**config.mk**
```make
export PLATFORM = sky130hd
export DESIGN_NAME = cfg_regport
export DESIGN_NICKNAME = d
export VERILOG_FILES = /design/src/rtl/cfgport_pkg.sv /design/src/rtl/cfg_sync.sv /design/src/rtl/cfg_serial_rx.sv /design/src/rtl/cfg_regs.sv /design/src/rtl/cfg_readmux.sv /design/src/rtl/cfg_regport.sv
export SDC_FILE = /design/constraint.sdc
export NUM_CORES = 1
export LEC_CHECK = 0
export BUFFER_PORTS_ARGS = -buffer_cell sky130_fd_sc_hd__clkbuf_2
export CORE_ASPECT_RATIO = 1.1
export CORE_MARGIN = 1
export CORE_UTILIZATION = 30
export DETAILED_ROUTE_END_ITERATION = 12
export GPL_TIMING_DRIVEN = 0
export SYNTH_ARGS = -nofsm -noshare
export SYNTH_HDL_FRONTEND = slang
export SYNTH_HIERARCHICAL = 1
export SYNTH_SLANG_ARGS = --single-unit
```
**constraint.sdc**
```tcl
create_clock -name clk -period 2.3 [get_ports clk]
set_input_delay 0.46 -clock clk [delete_from_list [all_inputs] [get_ports clk]]
set_output_delay 0.46 -clock clk [all_outputs]
set_load 0.05 [all_outputs]
```
**src/rtl/cfgport_pkg.sv**
```systemverilog
package cfgport_pkg;
  localparam int ADDR_W    = 8;
  localparam int MODE_W    = 11;
  localparam int MARGIN_W  = 12;
  localparam int COUNT_W   = 22;
  localparam int COLOR_W   = 8;
  localparam int PAD_W     = 16;
  localparam int PAYLOAD_W = COLOR_W + PAD_W;
  localparam int FRAME_W   = ADDR_W + PAYLOAD_W;
  localparam int CNT_W     = $clog2(FRAME_W + 2);
  localparam int IDX_W     = $clog2(FRAME_W);
  localparam int PADDR_W   = 4;
  localparam int PDATA_W   = 8;

  localparam logic [ADDR_W-1:0] A_MODE  = 8'h10;
  localparam logic [ADDR_W-1:0] A_TOP   = 8'h30;
  localparam logic [ADDR_W-1:0] A_LEFT  = 8'h50;
  localparam logic [ADDR_W-1:0] A_LLEN  = 8'h70;
  localparam logic [ADDR_W-1:0] A_LCNT  = 8'h90;
  localparam logic [ADDR_W-1:0] A_COLOR = 8'hB0;

  typedef enum logic [PADDR_W-1:0] {
    P_MODE_LO = 4'h0, P_MODE_HI = 4'h1,
    P_TOP_LO  = 4'h2, P_TOP_HI  = 4'h3,
    P_LEFT_LO = 4'h4, P_LEFT_HI = 4'h5,
    P_LLEN_0  = 4'h6, P_LLEN_1  = 4'h7, P_LLEN_2 = 4'h8,
    P_LCNT_0  = 4'h9, P_LCNT_1  = 4'hA, P_LCNT_2 = 4'hB,
    P_COLOR   = 4'hC
  } par_slice_e;

  // Total serial bits required for an address; zero marks an unknown address.
  function automatic logic [CNT_W-1:0] frame_bits(input logic [ADDR_W-1:0] a);
    case (a)
      A_MODE:  return CNT_W'(ADDR_W + MODE_W);
      A_TOP:   return CNT_W'(ADDR_W + MARGIN_W);
      A_LEFT:  return CNT_W'(ADDR_W + MARGIN_W);
      A_LLEN:  return CNT_W'(ADDR_W + COUNT_W);
      A_LCNT:  return CNT_W'(ADDR_W + COUNT_W);
      A_COLOR: return CNT_W'(ADDR_W + COLOR_W + PAD_W);
      default: return '0;
    endcase
  endfunction
endpackage

```
**src/rtl/cfg_sync.sv**
```systemverilog
module cfg_sync #(
  parameter int          W       = 4,
  parameter int          STAGES  = 2,
  parameter logic [W-1:0] RST_VAL = '0
) (
  input  logic         clk,
  input  logic         rst_n,
  input  logic [W-1:0] din,
  output logic [W-1:0] dout
);
  localparam int CHAIN_W = W * STAGES;

  logic [CHAIN_W-1:0] chain;

  generate
    if (STAGES == 1) begin : g_single
      always_ff @(posedge clk or negedge rst_n) begin
        if (!rst_n) chain <= RST_VAL;
        else        chain <= din;
      end
    end else begin : g_multi
      always_ff @(posedge clk or negedge rst_n) begin
        if (!rst_n) chain <= {STAGES{RST_VAL}};
        else        chain <= {chain[CHAIN_W-W-1:0], din};
      end
    end
  endgenerate

  assign dout = chain[CHAIN_W-1 -: W];
endmodule

```
**src/rtl/cfg_serial_rx.sv**
```systemverilog
module cfg_serial_rx
  import cfgport_pkg::*;
(
  input  logic                 clk,
  input  logic                 rst_n,
  input  logic                 cs_n_s,
  input  logic                 sclk_s,
  input  logic                 din_s,
  output logic                 dout,
  output logic                 dout_en,
  output logic                 wr,
  output logic [ADDR_W-1:0]    addr,
  output logic [PAYLOAD_W-1:0] data
);
  logic               sclk_q, cs_q, last_bit;
  logic [FRAME_W-1:0] frame;
  logic [CNT_W-1:0]   bits, need;
  logic               rise, fall, cs_up, pad_ok, good;

  assign rise   = sclk_s & ~sclk_q;
  assign fall   = ~sclk_s & sclk_q;
  assign cs_up  = cs_n_s & ~cs_q;
  assign need   = frame_bits(frame[ADDR_W-1:0]);
  assign pad_ok = (frame[ADDR_W-1:0] != A_COLOR) ||
                  (frame[FRAME_W-1:ADDR_W+COLOR_W] == '0);
  assign good   = (need != '0) && (bits == need) && pad_ok;
  assign dout_en = ~cs_n_s;

  always_ff @(posedge clk or negedge rst_n) begin
    if (!rst_n) begin
      sclk_q   <= 1'b0;
      cs_q     <= 1'b1;
      last_bit <= 1'b0;
      frame    <= '0;
      bits     <= '0;
      dout     <= 1'b0;
      wr       <= 1'b0;
      addr     <= '0;
      data     <= '0;
    end else begin
      sclk_q <= sclk_s;
      cs_q   <= cs_n_s;
      wr     <= cs_up & good;
      if (cs_up) begin
        addr <= frame[ADDR_W-1:0];
        data <= frame[FRAME_W-1:ADDR_W];
      end
      if (cs_n_s) begin
        bits  <= '0;
        frame <= '0;
        dout  <= 1'b0;
      end else begin
        if (rise) begin
          if (bits < CNT_W'(FRAME_W)) frame[bits[IDX_W-1:0]] <= din_s;
          if (bits <= CNT_W'(FRAME_W)) bits <= bits + 1'b1;
          last_bit <= din_s;
        end
        if (fall) dout <= last_bit;
      end
    end
  end
endmodule

```
**src/rtl/cfg_regs.sv**
```systemverilog
module cfg_regs
  import cfgport_pkg::*;
(
  input  logic                 clk,
  input  logic                 rst_n,
  input  logic                 ser_wr,
  input  logic [ADDR_W-1:0]    ser_addr,
  input  logic [PAYLOAD_W-1:0] ser_data,
  input  logic                 par_wr,
  input  logic [PADDR_W-1:0]   par_addr,
  input  logic [PDATA_W-1:0]   par_wdata,
  output logic [MODE_W-1:0]    mode,
  output logic [MARGIN_W-1:0]  top,
  output logic [MARGIN_W-1:0]  left,
  output logic [COUNT_W-1:0]   llen,
  output logic [COUNT_W-1:0]   lcnt,
  output logic [COLOR_W-1:0]   color
);
  always_ff @(posedge clk or negedge rst_n) begin
    if (!rst_n) begin
      mode  <= '0;
      top   <= '0;
      left  <= '0;
      llen  <= '0;
      lcnt  <= '0;
      color <= '0;
    end else if (ser_wr) begin
      case (ser_addr)
        A_MODE:  mode  <= ser_data[MODE_W-1:0];
        A_TOP:   top   <= ser_data[MARGIN_W-1:0];
        A_LEFT:  left  <= ser_data[MARGIN_W-1:0];
        A_LLEN:  llen  <= ser_data[COUNT_W-1:0];
        A_LCNT:  lcnt  <= ser_data[COUNT_W-1:0];
        A_COLOR: color <= ser_data[COLOR_W-1:0];
        default: ;
      endcase
    end else if (par_wr) begin
      case (par_slice_e'(par_addr))
        P_MODE_LO: mode[7:0]          <= par_wdata;
        P_MODE_HI: mode[MODE_W-1:8]   <= par_wdata[MODE_W-9:0];
        P_TOP_LO:  top[7:0]           <= par_wdata;
        P_TOP_HI:  top[MARGIN_W-1:8]  <= par_wdata[MARGIN_W-9:0];
        P_LEFT_LO: left[7:0]          <= par_wdata;
        P_LEFT_HI: left[MARGIN_W-1:8] <= par_wdata[MARGIN_W-9:0];
        P_LLEN_0:  llen[7:0]          <= par_wdata;
        P_LLEN_1:  llen[15:8]         <= par_wdata;
        P_LLEN_2:  llen[COUNT_W-1:16] <= par_wdata[COUNT_W-17:0];
        P_LCNT_0:  lcnt[7:0]          <= par_wdata;
        P_LCNT_1:  lcnt[15:8]         <= par_wdata;
        P_LCNT_2:  lcnt[COUNT_W-1:16] <= par_wdata[COUNT_W-17:0];
        P_COLOR:   color              <= par_wdata[COLOR_W-1:0];
        default: ;
      endcase
    end
  end
endmodule

```
**src/rtl/cfg_readmux.sv**
```systemverilog
module cfg_readmux
  import cfgport_pkg::*;
(
  input  logic                rd_n,
  input  logic [PADDR_W-1:0]  addr,
  input  logic [MODE_W-1:0]   mode,
  input  logic [MARGIN_W-1:0] top,
  input  logic [MARGIN_W-1:0] left,
  input  logic [COUNT_W-1:0]  llen,
  input  logic [COUNT_W-1:0]  lcnt,
  input  logic [COLOR_W-1:0]  color,
  output logic [PDATA_W-1:0]  rdata
);
  always_comb begin
    rdata = '0;
    if (!rd_n) begin
      case (par_slice_e'(addr))
        P_MODE_LO: rdata = mode[7:0];
        P_MODE_HI: rdata = PDATA_W'(mode[MODE_W-1:8]);
        P_TOP_LO:  rdata = top[7:0];
        P_TOP_HI:  rdata = PDATA_W'(top[MARGIN_W-1:8]);
        P_LEFT_LO: rdata = left[7:0];
        P_LEFT_HI: rdata = PDATA_W'(left[MARGIN_W-1:8]);
        P_LLEN_0:  rdata = llen[7:0];
        P_LLEN_1:  rdata = llen[15:8];
        P_LLEN_2:  rdata = PDATA_W'(llen[COUNT_W-1:16]);
        P_LCNT_0:  rdata = lcnt[7:0];
        P_LCNT_1:  rdata = lcnt[15:8];
        P_LCNT_2:  rdata = PDATA_W'(lcnt[COUNT_W-1:16]);
        P_COLOR:   rdata = PDATA_W'(color);
        default:   rdata = '0;
      endcase
    end
  end
endmodule

```
**src/rtl/cfg_regport.sv**
```systemverilog
module cfg_regport
  import cfgport_pkg::*;
#(
  parameter int SYNC_STAGES = 2
) (
  input  logic                clk,
  input  logic                rst_n,
  input  logic                ser_cs_n,
  input  logic                ser_clk,
  input  logic                ser_din,
  output logic                ser_dout,
  output logic                ser_dout_en,
  input  logic [PADDR_W-1:0]  par_addr,
  input  logic [PDATA_W-1:0]  par_wdata,
  output logic [PDATA_W-1:0]  par_rdata,
  input  logic                par_wr_n,
  input  logic                par_rd_n,
  output logic [MODE_W-1:0]   cfg_mode,
  output logic                mode_bilevel,
  output logic                mode_little_endian,
  output logic                mode_msb_first,
  output logic                mode_saturate,
  output logic [MARGIN_W-1:0] top_margin,
  output logic [MARGIN_W-1:0] left_margin,
  output logic [COUNT_W-1:0]  line_len,
  output logic [COUNT_W-1:0]  line_count,
  output logic [COLOR_W-1:0]  margin_color
);
  localparam int PIN_W = 4;
  localparam logic [PIN_W-1:0] PIN_IDLE = 4'b1001; // {wr_n, din, clk, cs_n}

  logic [PIN_W-1:0]     pins_s;
  logic                 wr_q, par_wr, ser_wr;
  logic [ADDR_W-1:0]    ser_addr;
  logic [PAYLOAD_W-1:0] ser_data;

  cfg_sync #(.W(PIN_W), .STAGES(SYNC_STAGES), .RST_VAL(PIN_IDLE)) u_sync (
    .clk(clk), .rst_n(rst_n),
    .din({par_wr_n, ser_din, ser_clk, ser_cs_n}),
    .dout(pins_s)
  );

  always_ff @(posedge clk or negedge rst_n) begin
    if (!rst_n) wr_q <= 1'b1;
    else        wr_q <= pins_s[3];
  end
  assign par_wr = pins_s[3] & ~wr_q;

  cfg_serial_rx u_rx (
    .clk(clk), .rst_n(rst_n),
    .cs_n_s(pins_s[0]), .sclk_s(pins_s[1]), .din_s(pins_s[2]),
    .dout(ser_dout), .dout_en(ser_dout_en),
    .wr(ser_wr), .addr(ser_addr), .data(ser_data)
  );

  cfg_regs u_regs (
    .clk(clk), .rst_n(rst_n),
    .ser_wr(ser_wr), .ser_addr(ser_addr), .ser_data(ser_data),
    .par_wr(par_wr), .par_addr(par_addr), .par_wdata(par_wdata),
    .mode(cfg_mode), .top(top_margin), .left(left_margin),
    .llen(line_len), .lcnt(line_count), .color(margin_color)
  );

  cfg_readmux u_rmux (
    .rd_n(par_rd_n), .addr(par_addr),
    .mode(cfg_mode), .top(top_margin), .left(left_margin),
    .llen(line_len), .lcnt(line_count), .color(margin_color),
    .rdata(par_rdata)
  );

  assign mode_bilevel       = cfg_mode[0];
  assign mode_little_endian = cfg_mode[3];
  assign mode_msb_first     = cfg_mode[4];
  assign mode_saturate      = cfg_mode[10];
endmodule

```
# ---- After elaboration in Yosys (flattened, before gate mapping)
# Cells that the tools add are included.
# Widths: inputs -> output; s select.
dict set report classes {
  n_addsub 1
  magnitude_cmp 4
  n_eq_ne 32
  n_mux 45
  bitwise_logic 10
  n_reduce_logical 43
}
# cell count
set op_table {}
lappend op_table {{$mux 22} 6}
lappend op_table {{$pmux 8 s13} 1}
lappend op_table {{$mux 32} 3}
lappend op_table {{$mux 8} 12}
lappend op_table {{$mux 12} 6}
lappend op_table {{$reduce_and 3->1} 13}
lappend op_table {{$reduce_bool 2->1} 18}
lappend op_table {{$mux 11} 3}
lappend op_table {{$bwmux 32} 1}
lappend op_table {{$eq 8x7->1 const B} 4}
lappend op_table {{$eq 8x8->1 const B} 4}
lappend op_table {{$mux 6} 5}
lappend op_table {{$pmux 6 s4} 1}
lappend op_table {{$eq 4x4->1 const B} 5}
lappend op_table {{$eq 4x3->1 const B} 4}
lappend op_table {{$eq 8x5->1 const B} 2}
lappend op_table {{$eq 8x6->1 const B} 2}
lappend op_table {{$logic_not 16->1} 1}
lappend op_table {{$ne 2x1->1 const B} 6}
lappend op_table {{$eq 4x2->1 const B} 2}
lappend op_table {{$mux 4} 2}
lappend op_table {{$ne 8x8->1 const B} 1}
lappend op_table {{$add 6x1->6 const B} 1}
lappend op_table {{$eq 6x6->1} 1}
lappend op_table {{16 further kinds} 31}
dict set report totals {
  register_bits 169
  in_bits 19
  output_inout_bits 101
  elab_cells 159
}

# ---- Logic depth before layout (Yosys ltp)
# Gate-level depths: netlist of run 1.
dict set report logic_depth {
  ltp_word 8
  ltp_mapped 8
  mapped_depth_nobuf 6
}

# ---- Modules after synthesis
# Netlist of run 1, hierarchy kept.
# mod n_inst cells_per_inst area_each_um2 seq_area_each_um2
set modules_own_cells {}
lappend modules_own_cells {cfg_regs 1 276 3716.1 2177.1}
lappend modules_own_cells {cfg_serial_rx 1 340 3495.9 1878.1}
lappend modules_own_cells {cfg_readmux 1 128 947.2 0.0}
lappend modules_own_cells {cfg_sync 1 12 235.2 205.2}
lappend modules_own_cells {cfg_regport 1 6 70.1 26.3}

# ---- Least setup slack after synthesis of run 1
# Ideal clock, no wire load.
dict set report synth_path {
  kind {in2out}
  startpoint {input par_addr[3]}
  endpoint {output par_rdata[2]}
  arrival_ns 2.243
  required_time_ns 1.840
  slack_ns -0.403
  stages 7
  path_buffers 3
  path_cell_list {buf_4 > buf_4 > buf_2 > nand3_1 > o211ai_1 > a211oi_1 > nor3_1}
}
dict set report synth_between {
  elab_chain_len 3
  word_cells_on_any_way 15
  classes_between {eq/ne: 12; mux: 2; reduce/logical: 1}
}
# item line_no
set synth_lines {}
lappend synth_lines {{from (decl)} cfg_regport.sv:13} ;# input logic [PADDR_W-1:0] par_addr,
lappend synth_lines {{$eq 4x4->1, or another cell as far along} cfg_readmux.sv:17} ;# case (par_slice_e'(addr))
lappend synth_lines {{$pmux 8 s13 *} cfg_readmux.sv:17}
lappend synth_lines {{$mux 8 *} cfg_readmux.sv:16} ;# if (!rd_n) begin
lappend synth_lines {{to (decl)} cfg_regport.sv:15} ;# output logic [PDATA_W-1:0] par_rdata,
# Mark *: on every way between the ends. The rest lies on a longest branch, timed or not.

# ---- Worst setup path in the final report of run 1
dict set report layout_path {
  startpoint {register u_regs.llen[17]}
  endpoint {output par_rdata[1]}
}
dict set report layout_between {
  elab_chain_len 2
}
# item line_no
set layout_lines {}
lappend layout_lines {{from (decl)} cfg_regs.sv:15} ;# output logic [COUNT_W-1:0] llen,
lappend layout_lines {{from (signal assigned)} cfg_regs.sv:32} ;# A_LLEN: llen <= ser_data[COUNT_W-1:0];
lappend layout_lines {{from (signal, indexed assignment)} cfg_regs.sv:47} ;# P_LLEN_2: llen[COUNT_W-1:16] <= par_wdata[COUNT_W-17:0];
lappend layout_lines {{$pmux 8 s13} cfg_readmux.sv:17}
lappend layout_lines {{$mux 8} cfg_readmux.sv:16}
# No other way between the ends.

==> metrics, run 1 <==
Vias/cell 5.10; Slew @ Worst Pin 820 ps; instance count of the mapped netlist 758; Clock Path Buffers 2; failing checks negative hold slack, negative setup slack; CP arrival 1870 ps; Peak VDD IR between 0.4 and 0.5 mV; grt ovf 0; DRT iter0 DRCs slightly above 500; pre-CTS WS -577 ps; CTS tree built; worst skew pair latency between 400 and 500 ps; syn avg cell area 11.1 um2; global-route wire length before repair 37600 um; area of the mapped netlist 8390 um2; crit path max fanout 2; PnR Total Power approximately 0.009 W; vias in the first global route 6188; DP Wirelength 17800 um; maximum clock frequency 429 MHz; post-layout util 0.390; pwr dens 852 nW/um2; CTS root buffer clkbuf_16; final setup fails 2; Syn-to-layout area delta 26.3%; clock skew 17.8 ps; hold slack -0.568 ps; Die ar. approximately 29000 um2; HP Class input port to asynchronous set/reset pin; Post-Syn Nets 781; CP max stage cell mux4_2; Port-buffer cells 119; Slew headroom 0.452; required time of the critical path 1840 ps; gp weighted congestion 0.936; CP max stage delay between 500 and 600 ps; total CTS buffers 17; Die W between 150 and 200 um; critical path type flop to output pin; crit end category output pin; WP buf/inv 1; Largest delay share family, worst path multiplexers; chip height 177 um; n_diodes 0; core area 27200 um2; DRT Pass-1 Iters 7; # placed instances 1235; Pleak approximately 4.4 nW; yosys warns 6; setup slack after layout -30.6 ps; Nets 942; clk slew on worst S/H paths 70 ps; Final min period roughly 2300 ps; share of layout cells above drive strength 1 0.411; MaxCap Viol Count 0; Clock Sinks 169; DR vias 6572; max-slew violations 0; num ports 120; largest net degree at the start of global routing 111; Post-Layout Cell Count roughly 1300; RSZ-0062 raised after global routing yes; Total GRT Usage 0.174; drc violations 0; outcome complete, but fails checks; WL per Instance between 15 and 20 um; H-tree depth 4; Initial Util 0.309; final hold vios 1; post-cts hold buffer count 0; startpoint types flop; initial antenna violation count 0; antenna viol nets, final 0; part of the cycle the worst path needs 1.01; worst-path cell chain mux4_2, a22oi_2, or2_1, a31oi_4, buf_8; DRT Wirelength 24700 um; Rows between 60 and 70
[per-layer routing]
layer / vias up / wire [um] / global-route usage
li1: 3036 / - / -
met1: 3273 / 11000 / 0.228
met2: 227 / 12200 / 0.296
met3: 36 / 1120 / 0.0292
met4: 0 / 388 / 0.0487
met5: - / 0 / 0
[stage by stage]
step                setup TNS, ps  cell area (um2)  hold slack (ps)
global placement          -402750             9480              334
global route                 -192            10600             38.1
detailed placement          -4240             9520              335
floorplan                   -43.8             8440              164
CTS                          -126            10400             30.8
finish                      -48.9            10600           -0.568
[worst paths after layout]
check	start	to	slack (ps)	cells after the start
worst max-delay path	u_regs/llen[17]	par_rdata[1]	-30	5
worst min-delay path	rst_n	u_rx/frame[20]	-0.6	1
worst max register to register	u_rx/bits[0]	u_rx/frame[31]	160	6
worst min register to register	u_sync/chain[2]	u_sync/chain[6]	350	0
max in group asynchronous	rst_n	u_regs/llen[18]	1370	2
min in group clk	ser_cs_n	u_sync/chain[0]	110	1
[placed cells by master (no fill, tap or decap), types with 6 or more instances in the layout]
cell	instances
clkbuf_1	29
a21oi_1	32
buf_6	6
inv_6	7
mux2_2	122
nand3b_1	6
nor2b_1	8
a221oi_2	6
buf_4	32
nand4_1	7
inv_1	7
clkbuf_2	106
nand3_1	28
nor2_1	25
mux2i_1	11
o21ai_0	15
and3_1	8
nor3_1	10
nand2_1	113
dfstp_2	6
dfrtp_1	163
nand2b_1	13
clkbuf_16	18
nand2_2	9
buf_8	10
[power breakdown]
group / internal [W] / switching [W]
sequential: 0.00330 / 0.000327
combinational: 0.000796 / 0.00181
clock: 0.00146 / 0.00134
[what timing repair did]
action,in CTS,in global routing
pin swaps,4,12
resized for setup,64,26
endpoints found under the setup margin,8,8
gates cloned,1,1
buffers inserted,14,6
[layout make-up]
cell class              instances  area (um2)
plain buffers                  53         343
clock buffers                  19         443
clock inverters                13         129
fillers                      2658       16600
inverters                       8        30.0
multi-input cells             528        4060
flip-flops and latches        169        4240
well taps                     357         447
repair buffers                142         911
[state kept, by name (all words and copies together) (netlist names), 8 cells and up]
register / flops
u_rx/frame: 32
u_regs/left: 12
u_rx/data: 22
u_rx/addr: 8
u_regs/llen: 22
u_regs/color: 8
u_regs/lcnt: 22
u_regs/top: 12
u_sync/chain: 8
u_regs/mode: 11
(Power assumes the default switching activity.)
==> inputs of run 2 (changes only) <==
--- a/config.mk
+++ b/config.mk
@@ -6,4 +6,5 @@
 export NUM_CORES = 1
 export LEC_CHECK = 0
+export ABC_AREA = 1
 export BUFFER_PORTS_ARGS = -buffer_cell sky130_fd_sc_hd__clkbuf_2
 export CORE_ASPECT_RATIO = 1.1
==> constraint.sdc (replaced) <==
create_clock -name clk -period 2.3 [get_ports clk]
set_input_delay 0.46 -clock clk [delete_from_list [all_inputs] [get_ports clk]]
set_output_delay 0.46 -clock clk [all_outputs]
set_load 0.1 [all_outputs]
==> metrics, run 2 <==
outcome complete, no violations; global-route wire length before repair 43200 um (+15%); crit end category output pin; setup slack after layout 34.3 ps (+64.9 ps); Pleak 5.46 nW (+24%); Slew @ Worst Pin 585 ps (-235 ps); area of the mapped netlist 8770 um2 (+4.5%); H-tree depth 4 (unchanged); critical path type input port to output pin; setup_tns 0 ps (+48.9 ps); DRT iter0 DRCs 582 (+14%); syn avg cell area 7.61 um2 (-31%); DR vias 8253 (+26%); Post-Syn Nets 1176 (+51%); Vias/cell 4.92 (-3.5%); vias in the first global route 7775 (+26%); startpoint types input port; total CTS buffers 17 (unchanged); Die ar. 29900 um2 (+4.5%); instance count of the mapped netlist 1153 (+52%); fillers 2993 (+13%); Clock Sinks 169 (unchanged); share of layout cells above drive strength 1 0.230 (-0.181); grt ovf 0 (unchanged); Peak VDD IR 0.737 mV (+50%); core area 28700 um2 (+5.6%); crit path max fanout 9 (+7); routed wl met3 1610 um (+44%); part of the cycle the worst path needs 0.985 (-0.0282); Rows 65 (+3.2%); CP arrival 1810 ps (-60 ps); hold slack 19.2 ps (+19.8 ps); worst skew pair latency 430 ps (about the same); drc violations 0 (unchanged); pre-CTS WS -476 ps (+102 ps); DRT Pass-1 Iters 7 (unchanged); maximum clock frequency 441 MHz (+2.9%); most flop-heavy register u_rx/frame; Clock Path Buffers 2 (unchanged); r2r worst-path depth 9 (+3); largest net degree at the start of global routing 100 (-9.9%); chip height 181 um (+2.2%); clk slew on worst S/H paths 70 ps (about the same); Met2 Wirelength 13300 um (+9.0%); WL per Instance 16.8 um (-12%); Nets 1320 (+40%); antenna viol nets, final 0 (unchanged); commonest non-fill, non-tap cells in the layout nand2_1 (448), nand3_1 (157), dfrtp_1 (142), clkbuf_2 (106), nor2_1 (76); uppermost layer routed met4; CTS tree built; leading cell type in the layout, fill and taps excluded nand2_1; CTS root buffer clkbuf_16; Final min period 2270 ps (-64.9 ps); RSZ-0062 raised after global routing yes; max reg flops 32 (unchanged); final hold vios 0 (-1); n_diodes 0 (unchanged); Port-buffer cells 119 (unchanged); Die W 165 um (+2.2%); HP Class input port to asynchronous set/reset pin; DP Wirelength 21500 um (+21%); final setup fails 0 (-2); DRT Wirelength 28200 um (+14%); pwr dens 1000 nW/um2 (+17%); clock skew 12.8 ps (-5.00 ps); gp weighted congestion 0.990 (+5.8%); max-slew violations 0 (unchanged); Slew headroom 0.610 (+0.158); Total GRT Usage 0.190 (+0.0158); MaxCap Viol Count 0 (unchanged); Initial Util 0.306 (-0.00298); required time of the critical path 1840 ps (about the same); num ports 120 (unchanged); Met1 Routed Length 12000 um (+9.1%); Syn-to-layout area delta 23.7%; initial antenna violation count 0 (unchanged); post-cts hold buffer count 0 (unchanged); yosys warns 6 (unchanged); post-layout util 0.378 (-0.0117)
## run 2: final timing paths
path | from | end | slack [ps]
max | par_addr[1] | par_rdata[1] | 30
max in group asynchronous | rst_n | u_sync/chain[0] | 1340
min in group clk | ser_cs_n | u_sync/chain[0] | 110
min | rst_n | u_regs/mode[6] | 20
min reg2reg | u_sync/chain[3] | u_sync/chain[7] | 360
max reg2reg | u_sync/chain[7] | u_regs/llen[8] | 380
## run 2: power breakdown
part | switching [W] | leakage [nW] | internal, W | total [W]
registers | 0.000417 | 2.20 | 0.00334 | 0.00376
clock network | 0.00130 | 0.307 | 0.00179 | 0.00309
logic | 0.00343 | 2.96 | 0.000581 | 0.00401
## run 2: repair_timing
item | CTS | global route
setup endpoints to repair | 9 | 8
cloned | 0 | 1
buffers inserted | 3 | 1
resized for setup | 42 | 25
pin swaps | 2 | 2
hold endpoints to repair | 0 | 0
## run 2: final cells by class
type                    count  area (um2)  share of cell area
plain buffers              45         313              0.0288
inverters                  92         348              0.0320
clock inverters            12         179              0.0165
multi-input cells         847        4030               0.371
flip-flops and latches    169        4260               0.393
repair buffers            125         812              0.0748
well taps                 368         460              0.0424
clock buffers              20         447              0.0412
## run 2: per-stage QoR
step / area, um2 / instances / power (W)
5_1_grt: 10900 / 1678 / 0.0113
6_report: 10900 / 1678 / 0.0109
3_3_place_gp: 9890 / 1640 / 0.00771
4_1_cts: 10800 / 1676 / 0.0109
2_1_floorplan: 8840 / 1153 / 0.00687
3_5_place_dp: 9930 / 1641 / 0.00775
## run 2: routing by layer
metal,track usage,vias up
met5,0,-
met4,0.0903,0
met3,0.0315,65
met2,0.311,318
met1,0.241,3887
li1,-,3983
## run 2: critical path: stages
cell	delay, ps
buf_4	180
inv_1	110
nor2_4	200
buf_6	160
nand3_1	70
nand2_1	70
nor2_1	50
nand2_1	130
nor2_2	80
nor2_4	90
clkbuf_16	200
